--- config.mk ---
export PLATFORM = sky130hd
export DESIGN_NAME = pcfg_pm_msi_regs
export DESIGN_NICKNAME = d
export VERILOG_FILES = /design/src/rtl/pcfg_pkg.sv /design/src/rtl/pcfg_pwr_state.sv /design/src/rtl/pcfg_msi_ctrl.sv /design/src/rtl/pcfg_irq_route.sv /design/src/rtl/pcfg_pm_msi_regs.sv
export SDC_FILE = /design/constraint.sdc
export NUM_CORES = 1
export LEC_CHECK = 0
export ABC_AREA = 1
export CORE_ASPECT_RATIO = 1.2
export CORE_MARGIN = 5
export CORE_UTILIZATION = 38
export DETAILED_ROUTE_END_ITERATION = 12
export GPL_ROUTABILITY_DRIVEN = 0
export GPL_TIMING_DRIVEN = 0
export MAX_ROUTING_LAYER = met4
export PLACE_DENSITY = 0.87
export SETUP_SLACK_MARGIN = 0.02
export SYNTH_ARGS = -nofsm -noshare
export SYNTH_HDL_FRONTEND = slang
export SYNTH_HIERARCHICAL = 1
export SYNTH_SLANG_ARGS = --single-unit
export TNS_END_PERCENT = 20
--- constraint.sdc ---
create_clock -name clk -period 2.5 [get_ports clk]
set_clock_uncertainty 0.05 [all_clocks]
set_input_delay 0.5 -clock clk [delete_from_list [all_inputs] [get_ports clk]]
set_output_delay 0.5 -clock clk [all_outputs]
set_load 0.05 [all_outputs]
--- src/rtl/pcfg_pkg.sv ---
package pcfg_pkg;
   localparam logic [1:0] PS_D0    = 2'b00;
   localparam logic [1:0] PS_D3HOT = 2'b11;

   function automatic logic ps_code_ok(input logic [1:0] code);
      return (code == PS_D0) || (code == PS_D3HOT);
   endfunction
endpackage

--- src/rtl/pcfg_pwr_state.sv ---
module pcfg_pwr_state
   import pcfg_pkg::*;
(
   input  logic       clk,
   input  logic       rst_n,
   input  logic       wr_stb,
   input  logic [1:0] wr_code,
   output logic [1:0] ps_o,
   output logic       wake_o,
   output logic       warm_rst_o
);
   logic [1:0] ps_q;
   logic       take;

   assign take   = wr_stb && ps_code_ok(wr_code);
   assign wake_o = take && (ps_q == PS_D3HOT) && (wr_code == PS_D0);

   always_ff @(posedge clk or negedge rst_n) begin
      if (!rst_n) begin
         ps_q       <= PS_D0;
         warm_rst_o <= 1'b0;
      end else begin
         if (take) ps_q <= wr_code;
         warm_rst_o <= wake_o;
      end
   end

   assign ps_o = ps_q;
endmodule

--- src/rtl/pcfg_msi_ctrl.sv ---
module pcfg_msi_ctrl #(
   parameter bit ADDR64_CAP = 1'b1
) (
   input  logic        clk,
   input  logic        rst_n,
   input  logic        wr_stb,
   input  logic        wr_en_bit,
   input  logic        clr,
   output logic        msi_en_o,
   output logic [15:0] ctrl_word_o
);
   logic msi_en_q;
   logic cap64;

   generate
      if (ADDR64_CAP) begin : g_cap64
         assign cap64 = 1'b1;
      end else begin : g_cap32
         assign cap64 = 1'b0;
      end
   endgenerate

   always_ff @(posedge clk or negedge rst_n) begin
      if (!rst_n)      msi_en_q <= 1'b0;
      else if (clr)    msi_en_q <= 1'b0;
      else if (wr_stb) msi_en_q <= wr_en_bit;
   end

   assign msi_en_o    = msi_en_q;
   assign ctrl_word_o = {8'h00, cap64, 3'b000, 3'b000, msi_en_q};
endmodule

--- src/rtl/pcfg_irq_route.sv ---
module pcfg_irq_route
   import pcfg_pkg::*;
#(
   parameter int N_IRQ = 4
) (
   input  logic [1:0]       ps,
   input  logic             msi_en,
   input  logic             decode_req,
   input  logic [N_IRQ-1:0] irq_src,
   output logic             decode_en,
   output logic             irq_gate,
   output logic             msi_sel,
   output logic             msi_req,
   output logic             intx
);
   logic awake;
   logic pending;

   assign awake     = (ps == PS_D0);
   assign pending   = |irq_src;
   assign decode_en = awake && decode_req;
   assign irq_gate  = awake;
   assign msi_sel   = msi_en;
   assign msi_req   = awake && msi_en && pending;
   assign intx      = awake && !msi_en && pending;
endmodule

--- src/rtl/pcfg_pm_msi_regs.sv ---
module pcfg_pm_msi_regs #(
   parameter int          ADDR_W     = 6,
   parameter int          PM_DW      = 'h15,
   parameter int          MSI_DW     = 'h18,
   parameter logic [7:0]  CAP_ID     = 8'h05,
   parameter logic [7:0]  NEXT_PTR   = 8'h70,
   parameter bit          ADDR64_CAP = 1'b1,
   parameter int          N_IRQ      = 4
) (
   input  logic              clk,
   input  logic              rst_n,
   input  logic              cfg_req,
   input  logic              cfg_we,
   input  logic [ADDR_W-1:0] cfg_addr,
   input  logic [3:0]        cfg_be,
   input  logic [31:0]       cfg_wdata,
   output logic              cfg_ack,
   output logic [31:0]       cfg_rdata,
   input  logic              decode_req,
   input  logic [N_IRQ-1:0]  irq_src,
   output logic              decode_en,
   output logic              irq_gate,
   output logic              msi_sel,
   output logic              msi_req,
   output logic              intx,
   output logic              warm_rst
);
   localparam logic [ADDR_W-1:0] PM_A  = ADDR_W'(PM_DW);
   localparam logic [ADDR_W-1:0] MSI_A = ADDR_W'(MSI_DW);

   generate
      if (PM_DW == MSI_DW) begin : g_err_overlap
         initial $error("power and MSI dwords overlap");
      end
      if ((PM_DW >= (1 << ADDR_W)) || (MSI_DW >= (1 << ADDR_W))) begin : g_err_range
         initial $error("register dword outside address range");
      end
      if (N_IRQ < 1) begin : g_err_irq
         initial $error("N_IRQ must be at least 1");
      end
   endgenerate

   logic        hit_pm, hit_msi;
   logic        pm_wr, msi_wr;
   logic [1:0]  ps_q;
   logic        wake;
   logic        msi_en;
   logic [15:0] msg_ctrl;
   logic [31:0] rd_next;
   logic        unused_ok;

   assign hit_pm  = (cfg_addr == PM_A);
   assign hit_msi = (cfg_addr == MSI_A);
   assign pm_wr   = cfg_req && cfg_we && hit_pm  && cfg_be[0];
   assign msi_wr  = cfg_req && cfg_we && hit_msi && cfg_be[2];
   assign unused_ok = ^{cfg_wdata[31:17], cfg_wdata[15:2], cfg_be[3], cfg_be[1]};

   pcfg_pwr_state i_pwr (
      .clk        (clk),
      .rst_n      (rst_n),
      .wr_stb     (pm_wr),
      .wr_code    (cfg_wdata[1:0]),
      .ps_o       (ps_q),
      .wake_o     (wake),
      .warm_rst_o (warm_rst)
   );

   pcfg_msi_ctrl #(.ADDR64_CAP(ADDR64_CAP)) i_msi (
      .clk         (clk),
      .rst_n       (rst_n),
      .wr_stb      (msi_wr),
      .wr_en_bit   (cfg_wdata[16]),
      .clr         (wake),
      .msi_en_o    (msi_en),
      .ctrl_word_o (msg_ctrl)
   );

   pcfg_irq_route #(.N_IRQ(N_IRQ)) i_route (
      .ps         (ps_q),
      .msi_en     (msi_en),
      .decode_req (decode_req),
      .irq_src    (irq_src),
      .decode_en  (decode_en),
      .irq_gate   (irq_gate),
      .msi_sel    (msi_sel),
      .msi_req    (msi_req),
      .intx       (intx)
   );

   always_comb begin
      rd_next = '0;
      if (hit_pm)       rd_next[1:0] = ps_q;
      else if (hit_msi) rd_next      = {msg_ctrl, NEXT_PTR, CAP_ID};
   end

   always_ff @(posedge clk or negedge rst_n) begin
      if (!rst_n) begin
         cfg_ack   <= 1'b0;
         cfg_rdata <= '0;
      end else begin
         cfg_ack   <= cfg_req;
         cfg_rdata <= (cfg_req && !cfg_we) ? rd_next : 32'h0;
      end
   end
endmodule

After elaboration in Yosys (flattened, before gate mapping)
Cells that the tools add are included.

Multiplexer cells: 6. Equal/unequal tests: 4. Reductions and logical operators: 21.

Operators with widths (number): 32-bit 2-to-1 mux (1); 30-bit 2-to-1 mux (1); 24-bit 2-to-1 mux (1); 1-bit logical AND (14); 6-bit by 5-bit equality test with 1-bit output (second input constant) (2); 2-bit equality test (second input constant) (2); 2-bit zero test (2); 4-bit OR reduction (1); 1-bit zero test (2); 1-bit 2-to-1 mux (2); 2-bit 2-to-1 mux (1); 2-bit nonzero test (1); 1-bit logical OR (1).

Register bits after elaboration: 37. Word-level logic and storage cells: 36.

Longest topological paths before layout
Depth after elaboration: 7. Gate-level depth with buffers: 10. Mapped depth without buffers: 10.

Cells and area by module
The synthesis kept the hierarchy.

By module, submodules not included: pcfg_pm_msi_regs (seq. area each 500.5 um^2, cells an instance 95, times used 1, area an instance 889.6 um^2); pcfg_msi_ctrl (seq. area each 25.0 um^2, cells an instance 24, times used 1, area an instance 172.7 um^2); pcfg_pwr_state (seq. area each 75.1 um^2, cells an instance 16, times used 1, area an instance 141.4 um^2); pcfg_irq_route (seq. area each 0.0 um^2, cells an instance 15, times used 1, area an instance 71.3 um^2).

Worst setup path after synthesis
Ideal clock, no wire load.

Path type: input -> output. Start point: in decode_req. End point: out decode_en. Data required time: 1.950 ns. Stages on the path: 1. Slack: 0.304 ns. Arrival time: 1.646 ns. Cell sequence: nor3b_1.

Longest elaborated chain between the ends: 1.

Ends and longest elaborated chain: start, declared (line pcfg_pm_msi_regs.sv:19) `input logic decode_req,`; 1-bit logical AND (line pcfg_irq_route.sv:21) `assign decode_en = awake && decode_req;`; end, declared (line pcfg_pm_msi_regs.sv:21) `output logic decode_en,`.

No other way between the ends.

Worst setup path in the final report
Start point: in irq_src[0]. End point: out msi_req.

Longest elaborated chain between the ends: 2.

Ends and longest elaborated chain: start, declared (line pcfg_pm_msi_regs.sv:20) `input logic [N_IRQ-1:0] irq_src,`; 4-bit OR reduction (line pcfg_irq_route.sv:20) `assign pending = |irq_src;`; 1-bit logical AND (line pcfg_irq_route.sv:24) `assign msi_req = awake && msi_en && pending;`; end, declared (line pcfg_pm_msi_regs.sv:24) `output logic msi_req,`.

No other way between the ends.

==> tab_implementation.tex <==
\begin{tabular}{lr}
\hline
Metric & Value \\
\hline
\multicolumn{2}{l}{\textbf{Global route}} \\
\quad Highest-utilization routing layer at the global route stage & met2 \\
\quad Antenna violations before repair & 0 \\
\quad Met1 usage & 11.0\% \\
\quad M2 GR Usage & 23.7\% \\
\quad Met3 track demand over resource in global routing & 2.45\% \\
\quad Via count of the first global-routing pass & 1,051 \\
\quad Wire length of the first global-routing pass & 4.28 mm \\
\quad Pin count of the biggest net entering global routing & 25 \\
\quad Total global routing track utilization & 11.9\% \\
\quad Global route overflow & 0 \\
\multicolumn{2}{l}{\textbf{Cells and area}} \\
\quad Commonest cells after routing, fill and taps aside & clkdlybuf4s50\_1, inv\_1, buf\_4, conb\_1, dfrtp\_1 \\
\quad Number of nets in the layout & 277 \\
\quad Final std cell area, no fill & 1950 um\^{}2 \\
\quad Number of antenna diodes & 0 \\
\quad Proportion of layout cells with a drive suffix above 1 & 22.3\% \\
\quad Area growth from synthesis to layout & 53.1\% \\
\quad Most common cell after layout, fill and taps aside & clkdlybuf4s50\_1 \\
\multicolumn{2}{l}{\textbf{STA}} \\
\quad Tcrit/Tclk final & 90.6\% \\
\quad Setup violations, final & 0 \\
\quad Final-layout setup total negative slack & 0 ps \\
\quad Worst Slack Setup Final & 234 ps \\
\quad Relative slew slack & 31.5\% \\
\quad Crit path time final & 2270 ps \\
\quad Count of pins over their slew limit & 0 \\
\quad RSZ-0062 raised after global routing & no \\
\quad Number of hold violations in the final report & 0 \\
\quad Slew @ Worst Pin & 1020 ps \\
\quad Achievable clock frequency & 441 MHz \\
\multicolumn{2}{l}{\textbf{Drt}} \\
\quad Routed vias/inst & 3.81 \\
\quad Number of DRC violations after detailed routing & 0 \\
\quad Post-route ant nets & 0 \\
\quad Iteration-0 DRC count of the detailed router & 17 \\
\quad Number of detailed-route iterations in the first pass & 4 \\
\quad Total vias in the final route & 994 \\
\quad Routed WL per cell & 9.56 um \\
\quad Post-Route WL & 2.49 mm \\
\multicolumn{2}{l}{\textbf{Status}} \\
\quad Outcome & complete, no violations \\
\multicolumn{2}{l}{\textbf{Clocking}} \\
\quad Sink Count & 24 \\
\quad Latest clock arrival within the worst-skew pair & 260 ps \\
\quad Hold-fix buffer count after cts & 0 \\
\quad CTS Buf Count & 3 \\
\quad TritonCTS clock tree & done \\
\quad Clk pin slew, worst setup/hold paths & 80 ps \\
\quad H-tree levels & 1 \\
\quad Maximum root-to-sink buffer count & 2 \\
\quad Root buffer selected by CTS & clkbuf\_8 \\
\multicolumn{2}{l}{\textbf{Die}} \\
\quad Die outline width & 62.9 um \\
\quad FP Rows & 23 \\
\quad Area of the die & 4620 um\^{}2 \\
\quad Initial core utilization & 38.9\% \\
\quad Die span in y & 73.5 um \\
\quad Core Area & 3280 um\^{}2 \\
\quad Top-level I/O count & 90 \\
\multicolumn{2}{l}{\textbf{Power and ir drop}} \\
\quad Switching fraction of total power & 24.9\% \\
\quad Power Dens Cells & 462 nW/um\^{}2 \\
\quad Static leakage & 1.02 nW \\
\quad Int Pwr & 0.000677 W \\
\quad Highest ir drop seen on vdd & 0.000327 V \\
\quad Reg power frac & 43.7\% \\
\quad Clock share of power & 37.3\% \\
\quad Net switching power & 0.000224 W \\
\quad Power share of the combinational group & 19.0\% \\
\multicolumn{2}{l}{\textbf{Yosys}} \\
\quad Post-synth cell types & 15 \\
\quad Synth warn & 6 \\
\quad Proportion of synthesized chip area in sequential cells & 47.1\% \\
\quad Ys async rst share & 100\% \\
\quad FF+latch count, synth & 24 \\
\quad Top\_reg\_cell synth & dfrtp\_1 \\
\quad Area of the mapped netlist & 1270 um\^{}2 \\
\quad Synthesized area per cell & 8.50 um\^{}2 \\
\quad Count of flip-flops with a built-in enable after synthesis & 0 \\
\quad Gate Count Post-Synth & 150 \\
\multicolumn{2}{l}{\textbf{Setup path}} \\
\quad Worst EP required & 1950 ps \\
\quad Critical path launch point & irq\_src[0] \\
\quad Launching element type of the critical path & input pin \\
\quad Cell class contributing the biggest share of worst-path delay & buffers and inverters \\
\quad Element type at the critical path end & primary output \\
\quad Data arrival time of the critical path & 1720 ps \\
\quad Highest net fanout along the worst path & 2 \\
\quad Setup Crit Path Kind & in -> out \\
\quad Slowest cell on the critical path & dlygate4sd2\_1 \\
\quad Worst path most repeated cell & nor2\_1 \\
\quad Critical-path cell list & clkdlybuf4s50\_1 -> inv\_1 -> nand2\_1 -> nor2\_1 -> nor2\_1 -> dlygate4sd2\_1 \\
\quad R2r endpoint & i\_msi/msi\_en\_o \\
\quad Total buffers and inverters traversed by the critical path & 3 \\
\quad Worst Reg-to-Reg Cells & 5 \\
\quad Origin of the critical flop-to-flop path & i\_pwr/ps\_o[0] \\
\quad Worst path depth & 6 \\
\quad Register-to-register setup slack & 1460 ps \\
\quad Critical Path Max Stage Delay & 530 ps \\
\quad Worst Setup EP & msi\_req \\
\multicolumn{2}{l}{\textbf{Placement}} \\
\quad Place WS & -51.6 ps \\
\quad Total of buffers placed on input and output ports & 48 \\
\quad Placed instance area & 1880 um\^{}2 \\
\quad Estimated wirelength of the detail-placed design & 2.13 mm \\
\multicolumn{2}{l}{\textbf{Hold path}} \\
\quad Type of the most critical hold path & reg -> reg \\
\multicolumn{2}{l}{\textbf{Flow run}} \\
\quad Max-cap violations & 0 \\
\hline
\end{tabular}
-- registers in the layout (all words and copies together), names as in the netlist --
register,cells
cfg_ack,1
i_pwr/ps_o,2
i_pwr/warm_rst_o,1
i_msi/msi_en_o,1
cfg_rdata,19
-- worst reg2reg max path, delay by kind of cell, from the launching register on --
family	cells	cell delay, ps
buf+inv	1	50
simple gates	4	390
flops	1	460
-- worst min-delay path by stage --
stage,from,end,slack [ps],cells past startpoint
after floorplan,rst_n,cfg_ack,150,0
after global placement,i_msi/msi_en_o,i_msi/msi_en_o,490,2
after detailed placement,i_msi/msi_en_o,i_msi/msi_en_o,530,2
after CTS,i_msi/msi_en_o,i_msi/msi_en_o,550,2
after global routing,i_msi/msi_en_o,i_msi/msi_en_o,580,2
final,i_msi/msi_en_o,i_msi/msi_en_o,540,2
-- per-stage QoR --
step	utilization [%]	instances	hold WS, ps	power (W)
floorplan	-	172	154	0.000520
detailed placement	57.4	257	528	0.000575
global route	59.5	261	576	0.000946
global placement	57.4	257	494	0.000573
finish	59.5	261	544	0.000902
CTS	59.5	261	549	0.000910
-- kinds of logic (layout without fill, tap and decap cells) --
logic type / after synthesis / in the layout / synth area share, %
buffers and inverters: 65 / 117 / 28.6
adder cells (fa/ha/maj): 1 / 1 / 0.981
other: 3 / 25 / 0.883
flip-flops: 24 / 24 / 47.1
AND/OR/NAND/NOR: 57 / 57 / 22.5
-- metal layers --
layer	routed length [um]	part of all wire [%]
met1	873	35
met2	1440	58
met5	0	0
met3	147	5.9
met4	31	1.2
-- repair_timing --
action,CTS,global route
setup buffers,0,0
resized for setup,3,0
setup endpoints to repair,3,0
-- cells in the mapped netlist, types with 2 or more instances --
| cell type | n | area (um^2) |
|---|---|---|
| buf_4 | 30 | 225 |
| dfrtp_1 | 24 | 601 |
| nor3b_1 | 2 | 15.0 |
| inv_1 | 34 | 128 |
| nand2_1 | 17 | 63.8 |
| nand3_1 | 6 | 30.0 |
| nor2_2 | 12 | 75.1 |
| nor2_1 | 16 | 60.1 |
| conb_1 | 3 | 11.3 |
-- layout make-up --
cell class | instances | area (um^2)
inverter | 34 | 128
tap | 37 | 46.3
clock inverter | 1 | 30.0
buffer | 31 | 236
fill | 311 | 1330
sequential | 24 | 601
clock buffer | 3 | 41.3
multi-input combinational | 83 | 393
timing repair buffer | 48 | 477
-- power groups by stage --
stage	Clock [W]	Sequential (W)	Combinational, W
finish	0.000336	0.000394	0.000171
global route	0.000364	0.000395	0.000187
CTS	0.000345	0.000394	0.000171
detailed placement	0	0.000402	0.000173
global placement	0	0.000402	0.000171
floorplan	0	0.000406	0.000114
(Power assumes the default switching activity.)
